--- src/rtl/dacprog_pkg.sv ---
package dacprog_pkg;

    typedef enum logic [2:0] {
        PH_PWRUP,
        PH_IDLE,
        PH_SELECT,
        PH_DATA,
        PH_CLKHI,
        PH_CLKLO,
        PH_LATCH
    } phase_e;

    typedef struct packed {
        logic sclk;
        logic sdata;
        logic load_n;
    } dac_pins_t;

    function automatic int max_int(input int a, input int b);
        return (a > b) ? a : b;
    endfunction

endpackage

--- src/rtl/dacprog_timer.sv ---
module dacprog_timer
    import dacprog_pkg::*;
#(
    parameter int WAIT_CYC  = 4,
    parameter int PWRUP_CYC = 1024
) (
    input  logic clk,
    input  logic rst,
    input  logic run_i,
    input  logic pwrup_i,
    output logic done_o
);
    localparam int LIMIT = max_int(WAIT_CYC, PWRUP_CYC);
    localparam int CW    = $clog2(LIMIT + 1);

    logic [CW-1:0] cnt;
    logic [CW-1:0] last;

    assign last   = pwrup_i ? CW'(PWRUP_CYC - 1) : CW'(WAIT_CYC - 1);
    assign done_o = run_i && (cnt == last);

    always_ff @(posedge clk) begin
        if (rst || !run_i || done_o)
            cnt <= '0;
        else
            cnt <= cnt + 1'b1;
    end
endmodule

--- src/rtl/dacprog_shifter.sv ---
module dacprog_shifter #(
    parameter int WIDTH = 72
) (
    input  logic             clk,
    input  logic             rst,
    input  logic             load_i,
    input  logic [WIDTH-1:0] value_i,
    input  logic             shift_i,
    output logic             msb_o
);
    logic [WIDTH-1:0] sr;

    always_ff @(posedge clk) begin
        if (rst)
            sr <= '0;
        else if (load_i)
            sr <= value_i;
        else if (shift_i)
            sr <= {sr[WIDTH-2:0], 1'b0};
    end

    assign msb_o = sr[WIDTH-1];
endmodule

--- src/rtl/dacprog_fsm.sv ---
module dacprog_fsm
    import dacprog_pkg::*;
#(
    parameter int FRAME_W = 72
) (
    input  logic      clk,
    input  logic      rst,
    input  logic      start_i,
    input  logic      tmr_done_i,
    input  logic      msb_i,
    output logic      run_o,
    output logic      pwrup_o,
    output logic      load_o,
    output logic      load_def_o,
    output logic      shift_o,
    output logic      busy_o,
    output dac_pins_t pins_o
);
    localparam int BCW = $clog2(FRAME_W);

    phase_e         phase;
    logic [BCW-1:0] bit_cnt;
    logic           accept;
    logic           in_bit;

    assign accept     = (phase == PH_IDLE) && start_i;
    assign load_def_o = (phase == PH_PWRUP) && tmr_done_i;
    assign load_o     = accept || load_def_o;
    assign shift_o    = (phase == PH_CLKLO) && tmr_done_i;
    assign run_o      = (phase != PH_IDLE);
    assign pwrup_o    = (phase == PH_PWRUP);
    assign busy_o     = (phase != PH_IDLE);
    assign in_bit     = (phase == PH_DATA) || (phase == PH_CLKHI) || (phase == PH_CLKLO);

    always_comb begin
        pins_o.sclk   = (phase == PH_CLKHI);
        pins_o.sdata  = in_bit && msb_i;
        pins_o.load_n = !(in_bit || (phase == PH_SELECT));
    end

    always_ff @(posedge clk) begin
        if (rst) begin
            phase   <= PH_PWRUP;
            bit_cnt <= '0;
        end else begin
            case (phase)
                PH_PWRUP:  if (tmr_done_i) phase <= PH_SELECT;
                PH_IDLE:   if (start_i) phase <= PH_SELECT;
                PH_SELECT: if (tmr_done_i) begin
                    phase   <= PH_DATA;
                    bit_cnt <= '0;
                end
                PH_DATA:   if (tmr_done_i) phase <= PH_CLKHI;
                PH_CLKHI:  if (tmr_done_i) phase <= PH_CLKLO;
                PH_CLKLO:  if (tmr_done_i) begin
                    bit_cnt <= bit_cnt + 1'b1;
                    phase   <= (bit_cnt == BCW'(FRAME_W - 1)) ? PH_LATCH : PH_DATA;
                end
                PH_LATCH:  if (tmr_done_i) phase <= PH_IDLE;
                default:   phase <= PH_IDLE;
            endcase
        end
    end
endmodule

--- src/rtl/dac_chain_prog.sv ---
module dac_chain_prog
    import dacprog_pkg::*;
#(
    parameter int          CH_COUNT  = 6,
    parameter int          CH_WIDTH  = 12,
    parameter int          WAIT_CYC  = 4,
    parameter int          PWRUP_CYC = 1024,
    parameter logic [11:0] DEF_STEP  = 12'h249
) (
    input  logic                         clk,
    input  logic                         rst,
    input  logic                         start_i,
    input  logic [CH_COUNT*CH_WIDTH-1:0] word_i,
    output logic                         busy_o,
    output logic                         dac_sclk_o,
    output logic                         dac_sdata_o,
    output logic                         dac_load_n_o
);
    localparam int FRAME_W = CH_COUNT * CH_WIDTH;

    logic [FRAME_W-1:0] def_word;
    logic [FRAME_W-1:0] load_val;
    logic               tmr_done, run, pwrup, load, load_def, shift, msb;
    dac_pins_t          pins;

    for (genvar g = 0; g < CH_COUNT; g++) begin : g_def
        localparam int LEVEL = (g + 1) * int'(DEF_STEP);
        assign def_word[g*CH_WIDTH +: CH_WIDTH] = CH_WIDTH'(LEVEL);
    end

    assign load_val = load_def ? def_word : word_i;

    dacprog_timer #(.WAIT_CYC(WAIT_CYC), .PWRUP_CYC(PWRUP_CYC)) u_timer (
        .clk(clk), .rst(rst), .run_i(run), .pwrup_i(pwrup), .done_o(tmr_done)
    );

    dacprog_shifter #(.WIDTH(FRAME_W)) u_shift (
        .clk(clk), .rst(rst), .load_i(load), .value_i(load_val),
        .shift_i(shift), .msb_o(msb)
    );

    dacprog_fsm #(.FRAME_W(FRAME_W)) u_fsm (
        .clk(clk), .rst(rst), .start_i(start_i), .tmr_done_i(tmr_done),
        .msb_i(msb), .run_o(run), .pwrup_o(pwrup), .load_o(load),
        .load_def_o(load_def), .shift_o(shift), .busy_o(busy_o), .pins_o(pins)
    );

    assign dac_sclk_o   = pins.sclk;
    assign dac_sdata_o  = pins.sdata;
    assign dac_load_n_o = pins.load_n;
endmodule

--- config.mk ---
export PLATFORM = sky130hd
export DESIGN_NAME = dac_chain_prog
export DESIGN_NICKNAME = d
export VERILOG_FILES = /design/src/rtl/dacprog_pkg.sv /design/src/rtl/dacprog_timer.sv /design/src/rtl/dacprog_shifter.sv /design/src/rtl/dacprog_fsm.sv /design/src/rtl/dac_chain_prog.sv
export SDC_FILE = /design/constraint.sdc
export NUM_CORES = 1
export LEC_CHECK = 0
export CAP_MARGIN = 20
export CORE_MARGIN = 5
export CORE_UTILIZATION = 41
export DETAILED_ROUTE_END_ITERATION = 10
export PLACE_DENSITY = 0.65
export SLEW_MARGIN = 10
export SYNTH_ARGS = -nofsm -noshare
export SYNTH_HDL_FRONTEND = slang
export SYNTH_SLANG_ARGS = --single-unit
--- constraint.sdc ---
create_clock -name clk -period 1.9 [get_ports clk]
set_input_delay 0.57 -clock clk [delete_from_list [all_inputs] [get_ports clk]]
set_output_delay 0.57 -clock clk [all_outputs]
set_load 0.02 [all_outputs]
# Yosys cells after proc, flatten, opt, wreduce, memory -nomap -nowiden
# Index checks and enable logic that the tools add are counted.
[totals]
reg_bits = 93
in_bits = 75
out_inout_bits = 4
wordCells = 56
[op_classes]
add_sub_neg = 2
n_eq_ne = 16
n_mux = 16
reduce_logical = 18
[ops]
columns = ["cell", "count"]
rows = [
  ["$mux W72", 3],
  ["$mux W3", 8],
  ["$pmux W3 S7", 1],
  ["$mux W7", 2],
  ["$pmux W7 S2", 1],
  ["$ne A2 B1 Y1 const B", 6],
  ["$add A11 B1 Y11 const B", 1],
  ["$eq A11 B11 Y1", 1],
  ["$mux W10", 1],
  ["$eq A3 B3 Y1 const B", 3],
  ["$add A7 B1 Y7 const B", 1],
  ["$eq A7 B7 Y1 const B", 1],
  ["$reduce_and A7 Y1", 1],
  ["$eq A3 B2 Y1 const B", 2],
  ["$logic_or A1 B1 Y1", 6],
  ["$logic_and A1 B1 Y1", 5],
  ["$reduce_bool A2 Y1", 2],
  ["$eq A3 B1 Y1 const B", 1],
  ["$logic_not A3 Y1", 1],
  ["$ne A3 B1 Y1 const B", 1],
  ["$reduce_and A3 Y1", 1],
  ["$logic_not A1 Y1", 2],
  ["$ne A2 B2 Y1 const B", 1],
]

# Longest topological paths before layout
# Gate-level depths: netlist of run 1.
[depth]
depth_word = 7
ltp_mapped = 8
ltp_nobuf = 6

# By module
# From an unflattened synthesis of run 1, not the netlist that was laid out.
[unflattened]
cells_unflattened = 539
area_unflattened_um2 = 5121.2
[by_module_without_submodules]
columns = ["mod", "instances", "cells_per_inst", "area_per_inst_um2", "seq_area_each_um2"]
rows = [
  ["dacprog_shifter", 1, 320, 3393.3, 1441.4],
  ["dacprog_fsm", 1, 81, 696.9, 200.2],
  ["dac_chain_prog", 1, 80, 521.8, 0.0],
  ["dacprog_timer", 1, 58, 509.2, 220.2],
]

# Worst setup path after synthesis of run 1
# Ideal clock, no wire load.
[synth_path]
path_type = "register to register"
from = "register u_timer.cnt[0]"
to = "register u_shift.sr[16]"
setup_time_ns = 0.088
arrival_time_ns = 1.811
required_time_ns = 1.812
slack_ns = 0.001
stages_incl_launch_ff = 9
n_path_buf = 2
period_less_slack_ns = 1.899
cell_sequence = "dfxtp_1 ha_1 and4_1 buf_2 and4_1 o21ai_4 buf_4 nor2_1 nor4_2"
[synth_via]
elab_chain_cells = 5
word_cells_on_any_way = 8
cone_classes = "eq/ne: 1; mux: 2; reduce/logical: 5"
[synth_rtl]
columns = ["item", "line", "text"]
rows = [
  ["start, declared", "dacprog_timer.sv:16", "logic [CW-1:0] cnt;"],
  ["start signal, assigned", "dacprog_timer.sv:26", "cnt <= cnt + 1'b1;"],
  ["$eq A11 B11 Y1 *", "dacprog_timer.sv:20", "assign done_o = run_i && (cnt == last);"],
  ["$logic_and A1 B1 Y1 *", "dacprog_timer.sv:20", ""],
  ["$logic_and A1 B1 Y1", "dacprog_fsm.sv:27", "assign load_def_o = (phase == PH_PWRUP) && tmr_done_i;"],
  ["$mux W72 or $logic_or A1 B1 Y1 (tied branches)", "dac_chain_prog.sv:31, dacprog_fsm.sv:28", ""],
  ["$mux W72 or $reduce_bool A2 Y1 (tied branches)", "-", ""],
  ["end signal, assigned", "dacprog_shifter.sv:17", "sr <= value_i;"],
  ["end signal, assigned", "dacprog_shifter.sv:19", "sr <= {sr[WIDTH-2:0], 1'b0};"],
  ["end, declared", "dacprog_shifter.sv:11", "logic [WIDTH-1:0] sr;"],
]
# Every way passes the cells marked *; elsewhere a longest branch is shown, timed or not.
# A chain may end at the register's enable or synchronous reset.

# Worst setup path after layout of run 1
[layout_path]
from = "register u_fsm.phase[2]"
to = "register u_shift.sr[44]"
[layout_via]
elab_chain_cells = 7
word_cells_on_any_way = 14
cone_classes = "eq/ne: 4; mux: 3; reduce/logical: 7"
[layout_rtl]
columns = ["item", "line", "text"]
rows = [
  ["start, declared", "dacprog_fsm.sv:21", "phase_e phase;"],
  ["start signal, assigned", "dacprog_fsm.sv:57", "phase <= (bit_cnt == BCW'(FRAME_W - 1)) ? PH_LATCH : PH_DATA;"],
  ["$logic_not A3 Y1", "dacprog_fsm.sv:27, dacprog_fsm.sv:31", ""],
  ["$mux W10", "dacprog_timer.sv:19", "assign last = pwrup_i ? CW'(PWRUP_CYC - 1) : CW'(WAIT_CYC - 1);"],
  ["$eq A11 B11 Y1", "dacprog_timer.sv:20", ""],
  ["$logic_and A1 B1 Y1", "dacprog_timer.sv:20", ""],
  ["$logic_and A1 B1 Y1", "dacprog_fsm.sv:27", ""],
  ["$mux W72 or $logic_or A1 B1 Y1 (tied branches)", "dac_chain_prog.sv:31, dacprog_fsm.sv:28", ""],
  ["$mux W72 or $reduce_bool A2 Y1 (tied branches)", "-", ""],
]
# Parallel ways exist; a longest one is shown, timed or not.

==> impl_results.md, run 1 <==
- Outcome: finished with violations
- Failing checks: negative setup slack
- Port Buf Inserts: 78
- Worst IR Drop VDD: 0.3937 mV
- Placed Area: about 5500 um2
- CTS buffer count: 9
- Wire per inst: 19.69 um
- Ant. Diodes: 0
- Leak: 2.665 nW
- Post-synthesis sequential area ratio: 0.4317
- Pre-CTS setup slack: -0.3580 ns
- Synthesized netlist cell count: between 400 and 500
- Synth-to-layout area growth: 59.85%
- Skew-Pair Late Insertion Delay: roughly 0.37 ns
- Max-Cap Viols: 0
- Area of the core: 10280 um2
- Final setup violation count: 16
- Startpoint Class: register
- Io pins: just under 80
- Post-synthesis cell area: about 4300 um2
- Cts hold-fix bufs: 0
- Max Fclk: around 510 MHz
- Reg2Reg Depth: 7
- Max Slew Vio Count: 0
- Synth top area share: 0.4317
- Number of global-route vias before repair: around 4200
- Fraction of registers with async set/reset: 0
- Die area: around 13000 um2
- Clk_skew: 0.01091 ns
- Gpl congestion: roughly 0.8
- Root buffer cell: clkbuf_8
- H-tree Lvls: 3
- Antenna Nets Post-Route: 0
- Slew margin rel.: 0.6516
- Critical Path End Type: register
- Post-synth EDFFs: 0
- First-pass GRT wire length: approximately 21 mm
- Synthesized flop and latch total: 93
- Iter 0 DRT Violations: 361
- Hold Path Class: register to register
- Final Cycle Share: 1.039
- Synth warn: 0
- Worst EP arrival: roughly 2.3 ns
- Die width: 112.6 um
- All-layer global routing usage: 0.2033
- Worst-path fanout max: 10
- Post-synth top area cell: dfxtp_1
- Unrepaired setup endpoints after global routing: yes
- Clock sink total: 93
- Layout Nets: slightly above 700
- Count of cell types in the netlist: a little over 50
- Syn Nets: approximately 570
- Post-Route WL: about 15 mm
- FP Rows: 37
- CP Class: register to register
- Die height: between 100 and 150 um
- Fillers: roughly 800
- Worst Hold Depth: 2
- Initial core utilization: 0.4196
- Setup ws final: -0.07323 ns
- CTS clk-pin slew, worst paths: around 0.1 ns
- Clk buf depth: 2
- Fin area: 6894 um2
- Largest cells by area after synthesis: dfxtp_1 43%, nor2_1 9.8%, a221oi_1 7.3%
- CTS tree: done
- Top routing layer used: met4
- Met3 WL post-DR: 950 um
- Syn avg cell area: between 8 and 9 um2
- Met2 wire length: around 7.5 mm
- # DRC: 0
- Initial antenna violation count: 0
- Via count: 4530
- Largest net degree at the start of global routing: between 50 and 60
- Pwr dens: 551.9 nW/um2
- Final global-route overflow total: 0
- Met1 WL: approximately 6.3 mm
- Detail Placement HPWL: about 7.8 mm
- Vias per cell: about 6
- Worst-Margin Slew: 0.5204 ns
- Pre-antenna DRT Iters: 5
- Share of cells above drive strength 1: 0.3664
- Main synth FF type: dfxtp_1
- Final Hold Fails: 0
- Tmin final: just under 2 ns
- Worst EP required: roughly 2.2 ns
- Design Power: between 3 and 4 mW
## power by group
group | total (mW) | switching, mW | leakage, nW | internal [mW]
Sequential | 1.97 | 0.0125 | 0.755 | 1.95
Clock | 1.50 | 0.746 | 0.105 | 0.756
Combinational | 0.336 | 0.128 | 1.81 | 0.208
Total | 3.80 | 0.887 | 2.66 | 2.92
## final cells by class
class | instances | area (um2) | area share
sequential | 93 | 1883 | 0.2731
multi-input combinational | 355 | 2754 | 0.3995
inverter | 6 | 22.52 | 0.003267
tap | 136 | 170.2 | 0.02468
clock inverter | 6 | 95.09 | 0.01379
clock buffer | 10 | 127.6 | 0.01851
timing repair buffer | 166 | 1842 | 0.2672
## final timing paths
| path | start | to | slack (ns) |
|---|---|---|---|
| worst min-delay path | u_fsm.bit_cnt[6]$_SDFFE_PP0P_ | u_fsm.bit_cnt[6]$_SDFFE_PP0P_ | 0.49 |
| worst max-delay path | u_fsm.phase[2]$_SDFFE_PP0P_ | u_shift.sr[44]$_SDFFE_PP0P_ | -0.07 |
| worst max register to register | u_fsm.phase[2]$_SDFFE_PP0P_ | u_shift.sr[44]$_SDFFE_PP0P_ | -0.07 |
| worst min register to register | u_fsm.bit_cnt[6]$_SDFFE_PP0P_ | u_fsm.bit_cnt[6]$_SDFFE_PP0P_ | 0.49 |
## cells in the final DEF, fill, tap and decap left out, types with 7 or more instances in the layout
cell / n
a211oi_2: 10
a221oi_2: 32
buf_12: 13
buf_4: 51
buf_6: 16
clkbuf_16: 7
clkbuf_8: 9
clkdlybuf4s50_1: 73
dfxtp_1: 84
nand3_1: 11
nor2_1: 107
nor3_1: 55
nor4_2: 22
o22ai_2: 7
xor2_1: 8
## routing by layer
| metal | global-route usage | vias up |
|---|---|---|
| met1 | 0.2627 | 2225 |
| li1 | - | 2102 |
| met2 | 0.3361 | 171 |
| met4 | 0.05689 | 0 |
| met5 | 0 | - |
| met3 | 0.05175 | 32 |
## cells by family after synthesis
logic type                 synth area share
buffers and inverters               0.05193
xor gates and xnor gates            0.02234
DFF                                  0.4317
AOI/OAI and AO/OA                    0.1741
and+or+nand+nor                      0.3142
adders and majority gates          0.005801
## critical path, stage by stage, from the launching register on
cell and delay (ns):
dfxtp_4 0.38, nor3_4 0.24, and4b_2 0.29, buf_6 0.14, o21ai_4 0.19, bufbuf_16 0.31
nor2_1 0.06, nor4_2 0.27
## flip-flops by register name, summed over array words and instances (netlist names)
name and count:
u_shift.sr 72, u_fsm.phase 3, u_timer.cnt 11, u_fsm.bit_cnt 7
## through the flow
stage	hold slack (ns)	util	setup TNS, ns	cells
floorplan	0.4414	-	0	496
global placement	0.4597	0.5388	-9.393	716
detailed placement	0.4745	0.5388	-12.35	716
CTS	0.4886	0.6007	-0.02371	748
global route	0.5240	0.6708	-2.809	772
finish	0.4948	0.6708	-0.2325	772
## cells in the mapped netlist (all sizes together), types with 4 or more instances
library cell,n
inv,6
clkbuf,22
nand4,4
nor3,62
nand3,11
o21ai,8
dfxtp,93
a211oi,13
a221oi,36
buf,21
a21oi,8
xor2,8
nand2,8
nor4,27
nor2,114
o22ai,12
## repair_timing
| action | CTS | global route |
|---|---|---|
| setup endpoints to repair | 78 | 80 |
| pin swaps | 25 | 41 |
| setup buffers | 11 | 17 |
| gates resized for setup | 59 | 94 |
| cloned | 5 | 11 |
Note: power is estimated with default switching activity, not from simulation.
==> run 2, diff against run 1 <==
--- a/config.mk
+++ b/config.mk
@@ -7,10 +7,12 @@
 export LEC_CHECK = 0
 export CAP_MARGIN = 20
 export CORE_MARGIN = 5
-export CORE_UTILIZATION = 41
+export CORE_UTILIZATION = 47
 export DETAILED_ROUTE_END_ITERATION = 10
-export PLACE_DENSITY = 0.65
+export HOLD_SLACK_MARGIN = 0.15
+export PLACE_DENSITY = 0.73
 export SLEW_MARGIN = 10
 export SYNTH_ARGS = -nofsm -noshare
 export SYNTH_HDL_FRONTEND = slang
 export SYNTH_SLANG_ARGS = --single-unit
+export TNS_END_PERCENT = 100
==> run 2 against run 1 <==
Net effect: the flow still finishes with violations (negative setup slack); critical endpoint is now u_shift.sr[20]$_SDFFE_PP0P_; combinational power down 6.2%; final cell count shrank 7.6%; largest power group unchanged; clock power down 9%; die area shrank 12%; power is 4.4% lower; sequential power about the same.
==> impl_results.md, run 2 (synthesis gave the netlist of run 1 again) <==
- Register share of total power: 0.540
- # placed instances: ~680
- Startpoint Class: register
- Worst IR Drop VDD: between 0.4 and 0.5 mV
- CTS clk-pin slew, worst paths: 0.09 ns
- Pwr dens: a little under 600 nW/um2
- Die height: around 110 um
- CTS buffer count: 9
- Max reg flops: slightly above 70
- Gpl congestion: between 0.8 and 0.9
- Worst EP arrival: around 2.2 ns
- Top flop regs: u_shift.sr (72), u_timer.cnt (11), u_fsm.bit_cnt (7)
- Skew-Pair Late Insertion Delay: 0.36 ns
- Reg2Reg Depth: 8
- Worst Hold Depth: 2
- RR Endpoint: u_shift.sr[20]$_SDFFE_PP0P_
- Number of global-route vias before repair: 4000
- FP Rows: 35
- # DRC: 0
- H-tree Lvls: 3
- Area of the core: roughly 9000 um2
- Max Fclk: roughly 520 MHz
- Clock sink total: 93
- Ant. Diodes: 0
- Most frequent cells in the layout: 111 x nor2_1, 84 x dfxtp_1, 73 x clkdlybuf4s50_1, 58 x nor3_1, 36 x buf_4
- Pre-antenna DRT Iters: 6
- Biggest register: u_shift.sr
- Most common cell after layout, fill and taps aside: nor2_1
- Setup ws final: -0.02617 ns
- Final setup violation count: 11
- Wire per inst: ~18 um
- Met1 Use GR: 0.2629
- Share of cells above drive strength 1: 0.2757
- Unrepaired setup endpoints after global routing: yes
- Switching share of power: 0.2291
- Synth-to-layout area growth: 42.47%
- Leak: roughly 2.4 nW
- Clk pwr share: 0.373
- Hold Path Class: register to register
- Io pins: 79
- Slew margin rel.: 0.7426
- Critical Path End Type: register
- Final Hold Fails: 0
- Die area: roughly 11000 um2
- All-layer global routing usage: 0.1997
- Largest net degree at the start of global routing: 70
- Vias per cell: just under 6
- Cts hold-fix bufs: 0
- Final global-route overflow total: 0
- Reg-to-Reg Start: u_fsm.phase[2]$_SDFFE_PP0P_
- Final Cycle Share: 1.014
- Clk buf depth: 2
- Net load switching power: ~0.83 mW
- Post-Route WL: approximately 13 mm
- Worst EP required: 2.14 ns
- Failing checks: negative setup slack
- Fillers: 750
- CP Class: register to register
- Global-route met3 utilization: 0.05695
- Hold Path End: u_shift.sr[0]$_SDFFE_PP0P_
- Detail Placement HPWL: 7.705 mm
- Max Slew Vio Count: 0
- CTS tree: done
- Layout Nets: between 600 and 700
- Worst-Margin Slew: around 0.39 ns
- Clk_skew: between 0.008 and 0.009 ns
- Pint: between 2 and 3 mW
- Die width: between 100 and 150 um
- Port Buf Inserts: 78
- Post-Layout Cell Count: about 710
- Antenna Nets Post-Route: 0
- Worst-path fanout max: 7
- Via count: 4200
- Hold_sp: u_shift.sr[0]$_SDFFE_PP0P_
- Design Power: ~3.6 mW
- Comb power frac: 0.087
- Tmin final: between 1.5 and 2 ns
- Worst reg2reg setup slack: -0.03 ns
- GR peak layer: met2
- Initial antenna violation count: 0
- Iter 0 DRT Violations: ~220
- GRT met2 Usage: 0.3219
- First-pass GRT wire length: ~19 mm
- Max-Cap Viols: 0
- Initial core utilization: 0.4735
- Root buffer cell: clkbuf_8
- Outcome: finished with violations
-- run 2: changes by cell type in the layout (fill, tap and decap cells not counted), sizes merged --
cell and change:
buf -30, clkbuf -2, clkinv +2, a21boi -1, bufbuf -1, bufinv -1, clkinvlp -1
-- run 2: critical path: stages (launching register included) --
cell and delay, ns:
dfxtp_2 0.35, buf_4 0.16, nor4_1 0.30, nand4_1 0.17
a21boi_4 0.18, buf_12 0.16, clkbuf_16 0.16, a221oi_2 0.26
nor3_1 0.07
-- run 2: how the worst max path moves through the flow --
stage                                start                           to  slack (ns)  cells past startpoint
3_5_place_dp                       start_i  u_shift.sr[71]$_SDFFE_PP0P_       -0.05                      6
6_report       u_fsm.phase[2]$_SDFFE_PP0P_  u_shift.sr[20]$_SDFFE_PP0P_       -0.03                      8
3_3_place_gp   u_fsm.phase[0]$_SDFFE_PP0P_                  dac_sdata_o       -0.03                      5
4_1_cts        u_fsm.phase[2]$_SDFFE_PP0P_  u_fsm.phase[0]$_SDFFE_PP0P_       -0.03                      7
5_1_grt        u_fsm.phase[2]$_SDFFE_PP0P_  u_shift.sr[40]$_SDFFE_PP0P_       -0.12                      8
2_1_floorplan    u_timer.cnt[0]$_SDFF_PP0_  u_shift.sr[16]$_SDFFE_PP0P_      0.0006                      8
-- run 2: per-stage QoR --
step / instance area, um2 / hold slack [ns] / util / setup slack, ns / TNS [ns]
2_1_floorplan: 4313 / 0.4414 / - / 0.0006142 / 0
3_3_place_gp: 5444 / 0.4570 / 0.5977 / -0.03412 / -0.03412
3_5_place_dp: 5444 / 0.4825 / 0.5977 / -0.05223 / -0.4337
4_1_cts: 5660 / 0.4951 / 0.6214 / -0.02961 / -0.02961
5_1_grt: 6145 / 0.5326 / 0.6746 / -0.1170 / -3.741
6_report: 6145 / 0.5073 / 0.6746 / -0.02617 / -0.1697
-- run 2: power groups by stage --
stage	Clock, mW	Sequential, mW	Combinational, mW
floorplan	0	2.01	0.0879
global placement	0	2.01	0.303
detailed placement	0	2.01	0.305
CTS	1.39	1.96	0.307
global route	1.46	1.97	0.336
finish	1.36	1.97	0.315
-- run 2: area by class of cell --
cell class                      instances  area (um2)  share of cell area
Sequential cell                        93        1878              0.3056
Clock buffer                           10       137.6             0.02240
Inverter                                6       22.52            0.003665
Timing Repair Buffer                  133        1396              0.2272
Clock inverter                          6       68.82             0.01120
Tap cell                              111       138.9             0.02260
Multi-Input combinational cell        354        2502              0.4072
-- run 2: metal layers --
layer	vias to the layer above	share of wire
met3	21	0.063
met5	-	0
met2	142	0.50
li1	2035	-
met4	0	0.013
met1	2002	0.42
-- run 2: repair_timing --
item,CTS,global route
setup buffers,0,8
cloned,0,7
pin swaps,4,35
resized for setup,23,58
endpoints found under the hold margin,0,0
endpoints found under the setup margin,28,96
